`config.mk`:
```
export PLATFORM = sky130hd
export DESIGN_NAME = conv_sched
export DESIGN_NICKNAME = d
export VERILOG_FILES = /design/src/rtl/conv_sched.sv
export SDC_FILE = /design/constraint.sdc
export NUM_CORES = 1
export LEC_CHECK = 0
export ABC_AREA = 1
export BUFFER_PORTS_ARGS = -buffer_cell sky130_fd_sc_hd__buf_2
export CORE_MARGIN = 8
export CORE_UTILIZATION = 25
export CTS_BUF_LIST = sky130_fd_sc_hd__clkbuf_4
export CTS_CLUSTER_SIZE = 30
export DETAILED_ROUTE_END_ITERATION = 12
export GPL_ROUTABILITY_DRIVEN = 0
export PLACE_DENSITY = 0.55
export SYNTH_ARGS = -nofsm -noshare
export SYNTH_HDL_FRONTEND = slang
export SYNTH_SLANG_ARGS = --single-unit
```
`constraint.sdc`:
```
create_clock -name clk -period 2.98 [get_ports clk]
set_input_delay 0.149 -clock clk [delete_from_list [all_inputs] [get_ports clk]]
set_output_delay 0.149 -clock clk [all_outputs]
set_load 0.005 [all_outputs]
```
`src/rtl/conv_sched.sv`:
```
module conv_sched #(
  parameter int DW = 16,
  parameter int PERIOD_TICKS = 2
) (
  input  logic          clk,
  input  logic          rst_n,
  input  logic          mode_wr,
  input  logic [1:0]    mode_wdata,
  input  logic          tick,
  input  logic          adc_done,
  input  logic [DW-1:0] adc_data,
  output logic          adc_start,
  output logic          adc_chan,
  output logic          adc_sleep,
  output logic [DW-1:0] volt_reg,
  output logic [DW-1:0] temp_reg,
  output logic [1:0]    mode_rd
);
  localparam int CW = (PERIOD_TICKS > 1) ? $clog2(PERIOD_TICKS) : 1;
  localparam logic [CW-1:0] LAST = CW'(PERIOD_TICKS - 1);

  logic [1:0]    mode_q, todo_q, pend_mode_q;
  logic          pend_q, busy_q, chan_q, start_q;
  logic [CW-1:0] wait_q;

  wire       launch     = !busy_q && (todo_q != 2'b00);
  wire       finish     = busy_q && adc_done;
  wire [1:0] todo_after = todo_q & ~(chan_q ? 2'b01 : 2'b10);
  wire       waiting    = !busy_q && (todo_q == 2'b00) && (mode_q == 2'b11);

  always_ff @(posedge clk) begin
    if (!rst_n) begin
      mode_q <= 2'b00; todo_q <= 2'b00; pend_mode_q <= 2'b00;
      pend_q <= 1'b0; busy_q <= 1'b0; chan_q <= 1'b0; start_q <= 1'b0;
      wait_q <= '0;
    end else begin
      start_q <= launch;
      if (launch) begin
        busy_q <= 1'b1;
        chan_q <= !todo_q[1];
      end
      if (finish) begin
        busy_q <= 1'b0;
        todo_q <= todo_after;
        if (todo_after == 2'b00 && mode_q != 2'b11) mode_q <= 2'b00;
      end
      if (waiting && tick) begin
        if (wait_q == LAST) begin
          wait_q <= '0;
          todo_q <= 2'b11;
        end else begin
          wait_q <= wait_q + 1'b1;
        end
      end
      if (mode_wr && !busy_q && !launch) begin
        mode_q <= mode_wdata; todo_q <= mode_wdata; wait_q <= '0; pend_q <= 1'b0;
      end else if (mode_wr && !finish) begin
        pend_q <= 1'b1; pend_mode_q <= mode_wdata;
      end else if (mode_wr) begin
        mode_q <= mode_wdata; todo_q <= mode_wdata; wait_q <= '0; pend_q <= 1'b0;
      end else if (finish && pend_q) begin
        mode_q <= pend_mode_q; todo_q <= pend_mode_q; wait_q <= '0; pend_q <= 1'b0;
      end
    end
  end

  always_ff @(posedge clk) begin
    if (finish) begin
      if (chan_q) temp_reg <= adc_data;
      else        volt_reg <= adc_data;
    end
  end

  assign adc_start = start_q;
  assign adc_chan  = chan_q;
  assign adc_sleep = !busy_q;
  assign mode_rd   = mode_q;

  a_r7_start_single: assert property (@(posedge clk) disable iff (!rst_n)
    adc_start |=> !adc_start);
  a_r7_start_awake: assert property (@(posedge clk) disable iff (!rst_n)
    adc_start |-> !adc_sleep);
  a_r2_manual_fallback: assert property (@(posedge clk) disable iff (!rst_n)
    (adc_done && !adc_sleep && mode_rd == 2'b10 && !pend_q && !mode_wr)
      |=> (mode_rd == 2'b00 && adc_sleep));
  a_r6_defer_write: assert property (@(posedge clk) disable iff (!rst_n)
    (!adc_sleep && mode_wr && !adc_done) |=> $stable(mode_rd));
  a_r5_idle_quiet: assert property (@(posedge clk) disable iff (!rst_n)
    (mode_rd == 2'b00 && adc_sleep && !mode_wr && !pend_q) |=> !adc_start);
endmodule

```
* Yosys cells after proc, flatten, opt, wreduce, memory -nomap -nowiden
Cells that the tools add are included.
W data, S select, Z words.
** Storage, ports and cells
- Output and inout bits :: 37
- Logic and storage cells :: 63
- Register bits :: 43
- Input port bits :: 23
** Cells by class
- Reductions and logical operators :: 23
- $add $sub $neg :: 1
- Bitwise gates (word level) :: 5
- Mux-type cells :: 22
- Equal/unequal tests :: 2
** Operators by type and width (number)
- $mux W2 :: 14
- $logic_and A1 B1 Y1 :: 10
- $mux W1 :: 8
- $reduce_and A2 Y1 :: 3
- $logic_not A1 Y1 :: 4
- $logic_not A2 Y1 :: 2
- $reduce_or A2 Y1 :: 2
- $not A1 Y1 :: 3
- $reduce_bool A3 Y1 :: 1
- $and A2 B2 Y2 :: 1
- $eq A2 B2 Y1 const B :: 1
- $ne A2 B2 Y1 const B :: 1
- $not A2 Y2 :: 1
- $reduce_bool A2 Y1 :: 1
- $add A1 B1 Y1 const B :: 1

* Logic depth before layout (Yosys ltp)
Gate-level depths: netlist of run 1.
- Depth after elaboration :: 11
- Mapped depth :: 11
- Mapped depth without buffers :: 11

* Worst setup path after synthesis of run 1
OpenSTA, ideal clock, no wires.
- Path type :: register to register
- Start point :: reg busy_q
- End point :: reg temp_reg[0], enable pin
- Period minus slack after synthesis :: 1.707 ns
- Cell stages (with the launch flop) :: 4
- Path buffers :: 1
- Required time :: 2.592 ns
- Setup slack :: 1.273 ns
- Setup time :: 0.388 ns
- Arrival time :: 1.319 ns
- Cells stage by stage :: dfxtp_1 -> nand2_2 -> buf_6 -> nor2_1
** Between the ends
- Longest elaborated chain between the ends :: 2
** RTL lines
- start: declaration :: line 23 : logic pend_q, busy_q, chan_q, start_q;
- start signal: assignment :: line 34 : pend_q <= 1'b0; busy_q <= 1'b0; chan_q <= 1'b0; start_q <= 1'b0;
- start signal: assignment :: line 39 : busy_q <= 1'b1;
- start signal: assignment :: line 43 : busy_q <= 1'b0;
- $logic_and A1 B1 Y1 :: line 27 : wire finish = busy_q && adc_done;
- $reduce_and A2 Y1 (no line)
- end signal: assignment :: line 69 : if (chan_q) temp_reg <= adc_data;
- end: declaration :: line 16 : output logic [DW-1:0] temp_reg,
No other way between the ends.
A chain may end at the register's enable or synchronous reset.

* Worst setup path in the final report of run 1
- Start point :: reg busy_q
- End point :: reg todo_q[1]
** Between the ends
- Longest elaborated chain between the ends :: 9
- Elaborated cells on any way between the ends :: 19
- Classes of those cells :: 7 x mux; 12 x reduce/logical
** RTL lines
- $logic_not A1 Y1 :: line 26, 29, 55
- $logic_and A1 B1 Y1 (2 in series) :: line 29 : wire waiting = !busy_q && (todo_q == 2'b00) && (mode_q == 2'b11);
- $logic_and A1 B1 Y1 :: line 47 : if (waiting && tick) begin
- $mux W2 :: line 47
- $mux W2 :: line 61 : end else if (finish && pend_q) begin
- $mux W2 :: line 59 : end else if (mode_wr) begin
- $mux W2 :: line 57 : end else if (mode_wr && !finish) begin
- $mux W2 * :: line 55 : if (mode_wr && !busy_q && !launch) begin
- end signal: assignment :: line 44 : todo_q <= todo_after;
- end: declaration :: line 22 : logic [1:0] mode_q, todo_q, pend_mode_q;
Every way passes the cells marked *; elsewhere a longest branch is shown, timed or not.

==> results of run 1 <==
-- critical path: stages, from the launching register on --
cell     delay (ns)
dfxtp_1        0.44
nand2_2        0.19
nor2_1         0.29
inv_1          0.10
nand2_1        0.07
nand2_1        0.04
nand2_1        0.05
nand3_1        0.07
nand2_1        0.05
inv_1          0.03
-- cell type report --
type	instances	area share, %
timing repair buffer	77	21.4
inverter	17	2.90
tap	77	4.38
clock inverter	2	0.569
clock buffer	6	2.05
sequential	43	53.7
multi-input combinational	74	15.1
-- cell families (layout without fill, tap and decap cells) --
kind of cell	after synthesis	in the layout
AO/OA/AOI/OAI	20	20
buffers and inverters	19	102
flip-flops	43	43
AND/OR/NAND/NOR	54	54
-- power breakdown --
part / leakage [nW] / total, mW / internal (mW) / switching (mW)
clock network: 0.0317 / 0.275 / 0.100 / 0.174
registers: 0.380 / 0.707 / 0.685 / 0.0222
logic: 0.543 / 0.179 / 0.0744 / 0.105
-- layer usage --
metal,track usage [%],up-vias,wire (µm)
met5,0,-,0
met4,2.69,0,52
met3,3.20,6,456
met2,13.5,53,1590
met1,9.85,549,1720
li1,-,615,-
-- synthesized netlist by cell type (all sizes together) --
master	count	area [µm²]
edfxtp	32	961
dfxtp	11	220
o21ai	12	67.6
buf	2	22.5
a21oi	7	35.0
nand3	5	25.0
nor3	2	10.0
o211ai	1	7.51
nor2	13	56.3
inv	17	63.8
nand2	34	130
-- how the worst max path moves through the flow --
stage,from,to,slack (ns),cells past startpoint
floorplan,busy_q$_SDFFE_PP0P_,temp_reg[0]$_DFFE_PP_,1.27,3
finish,busy_q$_SDFFE_PP0P_,todo_q[1]$_SDFF_PN0_,1.56,9
global route,busy_q$_SDFFE_PP0P_,todo_q[1]$_SDFF_PN0_,1.35,9
detailed placement,busy_q$_SDFFE_PP0P_,todo_q[1]$_SDFF_PN0_,1.59,9
global placement,busy_q$_SDFFE_PP0P_,todo_q[1]$_SDFF_PN0_,1.62,9
CTS,busy_q$_SDFFE_PP0P_,todo_q[1]$_SDFF_PN0_,1.55,9
==> results.py, run 1 <==
metrics = {
    "die": {
        "start_util_pct": 25.5,
        "fp.coreArea_um2": 6280,
        "die-height_um": 96.0,
        "die-width_um": 96.0,
        "rows": 29,
        "die-area_um2": 9210,
        "boundaryPins": 60,
    },
    "global_route": {
        "grt_pass1_vias": 1227,
        "global_route_wire_length_before_repair_mm": 5.85,
        "groute.usage.overall_pct": 8.30,
        "grt_remaining_overflow": 0,
        "antenna_violations_before_repair": 0,
        "grt_max_degree": 17,
    },
    "finish": {
        "ff_latch_area_um2": 1180,
        "layout.core_utilization_pct": 35.1,
        "antenna_cells": 0,
        "fin_cells": 296,
        "fill_cells": 638,
        "mostFrequentLayoutCell": "buf_2",
        "layout-drive-gt1-share_pct": 33.3,
        "final_cell_mix": "buf_2, nand2_1, edfxtp_1",
        "multi_input_area_um2": 332,
        "num-nets-final": 241,
        "syn2layout_area_growth_pct": 37.6,
        "post_route_cell_area_um2": 2200,
    },
    "run_status": {
        "status": "complete, no violations",
    },
    "routing": {
        "post_route_antenna_net_violation_count": 0,
        "detail_route.vias_per_cell": 4.13,
        "routed-via-count": 1223,
        "final_wirelength_mm": 3.81,
        "drtIter0Drc": 37,
        "firstDrtPassIters": 4,
        "avgRoutedWirePerCell_um": 12.9,
        "drcViolationCount": 0,
    },
    "synth": {
        "synth_top_family_by_area": "simple AND/OR/NAND/NOR gates",
        "yosys.area_share.xor_xnor_pct": 0,
        "synth_fa_ha_area_share_pct": 0,
        "synth-simple-area-share_pct": 13.8,
        "fraction_of_the_mapped_netlist_area_in_compound_gates_pct": 6.89,
        "synth_cell_type_count": 14,
        "synthesis.yosys.warnings": 0,
        "number_of_instances_in_the_synthesized_netlist": 136,
        "yosys_register_bits": 43,
        "ys_seq_area_share_pct": 73.9,
        "share_of_synthesized_area_spent_on_multiplexers_pct": 0,
        "syn-cell-area_um2": 1600,
        "synth.net_count": 159,
        "syn_avg_cell_area_um2": 11.8,
    },
    "sta": {
        "timing.final.ws_setup_ns": 1.56,
        "setup_repair_after_global_routing_missed_its_margin": "no",
        "layout_worst_path_cycle_share_pct": 47.7,
        "fin_hold_ws_ns": 0.0742,
        "timing.slew.headroom_pct": 79.9,
        "fmax_mhz": 704,
        "final_hold_viol_count": 0,
        "report.final.setup_viol": 0,
        "finClkSkew_ns": 0.00606,
        "fin_tns_setup_ns": 0,
        "tightestPinTransition_ns": 0.298,
        "final.min_clock_period_ns": 1.42,
        "timing.final.max_slew_violations": 0,
    },
    "placement": {
        "postPlaceCellArea_um2": 1980,
        "dp.cells": 272,
        "place_ws_ns": 1.59,
        "placement.io_buffers": 59,
        "dpl.hpwl_mm": 2.91,
    },
    "critical_path": {
        "critical_path_class": "flop to flop",
        "crit_path_end_kind": "flop",
        "worst_r2r_startpoint": "busy_q$_SDFFE_PP0P_",
        "worstPathArrival_ns": 1.67,
        "ff_to_ff_end": "todo_q[1]$_SDFF_PN0_",
        "timing.reg2reg.setup_slack_ns": 1.56,
        "cp.required_ns": 3.23,
        "worst_setup_path_start_kind": "flop",
        "timing.reg2reg.worst_path_depth": 9,
        "path_max_fanout": 12,
    },
    "hold_path": {
        "worst_hold_path_type": "input port to flop",
        "min_path_cells": 3,
        "worstHoldEndpoint": "pend_mode_q[0]$_SDFFE_PN0P_",
        "min-delay-start": "mode_wdata[0]",
    },
    "clocking": {
        "clkTransAtPathRegs_ns": 0.12,
        "tritoncts_clock_tree": "yes",
        "numClockSinks": 43,
        "cts_repair_resize_count": 0,
        "cts_hold_buffers": 16,
        "clock_latency_ns": 0.34,
        "cts_post_setup_buffers_inserted": 0,
        "cts_max_path_buffers": 2,
        "cts_htree_levels": 2,
        "cell_at_the_root_of_the_clock_tree": "clkbuf_4",
        "cts_inserted_buffers": 5,
    },
    "power": {
        "power_mw": 1.16,
        "peak_supply_drop_mv": 0.201,
        "power_per_cell_area_nw_per_um2": 527,
        "leakagePower_nw": 0.954,
    },
    "job": {
        "timing.max_cap.violations": 0,
    },
}
No activity file was read; power rests on OpenSTA's default activity.
==> inputs of run 2 (changes only) <==
- clock period: 2.98 -> 1.35 ns (I/O delays scaled with it)
==> results.py, run 2 (synthesis gave the netlist of run 1 again) <==
metrics = {
    "global_route": {
        "antenna_violations_before_repair": 0,
        "grt_max_degree": 17,
        "grt_remaining_overflow": 0,
        "grt_pass1_vias": 1171,
        "global_route_wire_length_before_repair_mm": 5.53,
        "groute.usage.overall_pct": 7.76,
    },
    "sta": {
        "timing.final.max_slew_violations": 0,
        "layout_worst_path_cycle_share_pct": 93.3,
        "timing.final.ws_setup_ns": 0.0902,
        "fin_hold_ws_ns": 0.0578,
        "final_hold_viol_count": 0,
        "report.final.setup_viol": 0,
        "finClkSkew_ns": 0.00332,
        "final.min_clock_period_ns": 1.26,
        "fmax_mhz": 794,
        "tightestPinTransition_ns": 0.329,
        "timing.slew.headroom_pct": 77.8,
    },
    "power": {
        "leakagePower_nw": 1.01,
        "power_per_cell_area_nw_per_um2": 1280,
        "peak_supply_drop_mv": 0.422,
    },
    "routing": {
        "final_wirelength_mm": 3.77,
        "routed-via-count": 1253,
        "firstDrtPassIters": 4,
        "post_route_antenna_net_violation_count": 0,
        "avgRoutedWirePerCell_um": 12.5,
        "detail_route.vias_per_cell": 4.15,
        "drtIter0Drc": 54,
        "drcViolationCount": 0,
    },
    "finish": {
        "antenna_cells": 0,
        "post_route_cell_area_um2": 2350,
        "syn2layout_area_growth_pct": 46.7,
        "layout.core_utilization_pct": 37.4,
        "mostFrequentLayoutCell": "buf_2",
        "ff_latch_area_um2": 1180,
        "fill_cells": 633,
        "final_cell_mix": "buf_2, nand2_1, edfxtp_1",
        "layout-drive-gt1-share_pct": 37.3,
        "multi_input_area_um2": 349,
        "num-nets-final": 247,
    },
    "placement": {
        "postPlaceCellArea_um2": 2030,
        "place_ws_ns": 0.0650,
        "dpl.hpwl_mm": 2.85,
        "placement.io_buffers": 59,
    },
    "die": {
        "fp.coreArea_um2": 6280,
        "die-height_um": 96.0,
        "start_util_pct": 25.5,
        "boundaryPins": 60,
        "rows": 29,
        "die-area_um2": 9210,
        "die-width_um": 96.0,
    },
    "hold_path": {
        "worst_hold_path_type": "input port to flop",
    },
    "critical_path": {
        "worst_setup_path_start_kind": "flop",
        "path_max_fanout": 7,
        "critical_path_class": "flop to flop",
        "timing.reg2reg.setup_slack_ns": 0.09,
        "worstPathArrival_ns": 1.51,
        "crit_path_end_kind": "flop",
        "cp.required_ns": 1.60,
    },
    "clocking": {
        "cts_htree_levels": 2,
        "cts_max_path_buffers": 2,
        "clkTransAtPathRegs_ns": 0.12,
        "clock_latency_ns": 0.34,
        "cts_inserted_buffers": 5,
        "tritoncts_clock_tree": "yes",
        "cell_at_the_root_of_the_clock_tree": "clkbuf_4",
        "numClockSinks": 43,
    },
    "run_status": {
        "status": "complete, no violations",
    },
    "job": {
        "timing.max_cap.violations": 0,
    },
}
-- run 2: changes by cell type in the layout (fill, tap and decap cells not counted), sizes merged --
cell / delta
buf: +3
clkinvlp: -1
clkinv: -1
dlygate4sd3: +3
bufinv: +2
-- run 2: final cells by class --
class	instances	area share (%)
clock inverters	2	2.56
clock buffers	6	1.92
multi-input cells	74	14.9
repair buffers	83	23.4
inverters	17	2.72
flip-flops and latches	43	50.5
well taps	77	4.11
-- run 2: timing repair --
| action | 4_1_cts | 5_1_grt |
|---|---|---|
| endpoints found under the hold margin | 35 | 0 |
| resized for setup | 0 | 6 |
| hold buffers | 19 | 0 |
| setup endpoints to repair | 0 | 4 |
| buffers inserted | 0 | 1 |
-- run 2: per-layer routing --
metal / vias up / global-route usage, % / share of wire, %
met2: 56 / 11.8 / 39
li1: 627 / - / -
met1: 562 / 9.91 / 46
met4: 0 / 2.69 / 1.5
met5: - / 0 / 0
met3: 8 / 2.89 / 13
-- run 2: worst max-delay path: stages (launching register included) --
cell,delay [ns]
dfxtp_1,0.34
nand2_2,0.18
inv_1,0.13
nor2_1,0.19
nand2_1,0.12
o21ai_0,0.16
nor2_1,0.05
-- run 2: final timing paths --
kind / from / to / cells after the start
worst max register to register: busy_q$_SDFFE_PP0P_ / pend_mode_q[1]$_SDFFE_PN0P_ / 6
worst max-delay path: busy_q$_SDFFE_PP0P_ / pend_mode_q[1]$_SDFFE_PN0P_ / 6
worst min-delay path: mode_wr / pend_q$_SDFFE_PP0P_ / 3
worst min register to register: pend_mode_q[1]$_SDFFE_PN0P_ / pend_mode_q[1]$_SDFFE_PN0P_ / 2
-- run 2: per-stage QoR --
stage,std cells,power (mW),TNS (ns)
floorplan,136,1.80,-2.89
global placement,274,1.98,0
finish,302,3.01,0
CTS,301,3.03,0
detailed placement,274,1.98,0
global route,302,3.17,-0.00102
-- run 2: where the power goes --
part / leakage [nW] / internal [mW] / switching [mW] / total (mW)
Combinational: 0.574 / 0.205 / 0.251 / 0.456
Clock: 0.0559 / 0.598 / 0.404 / 1.00
Sequential: 0.381 / 1.51 / 0.0423 / 1.56
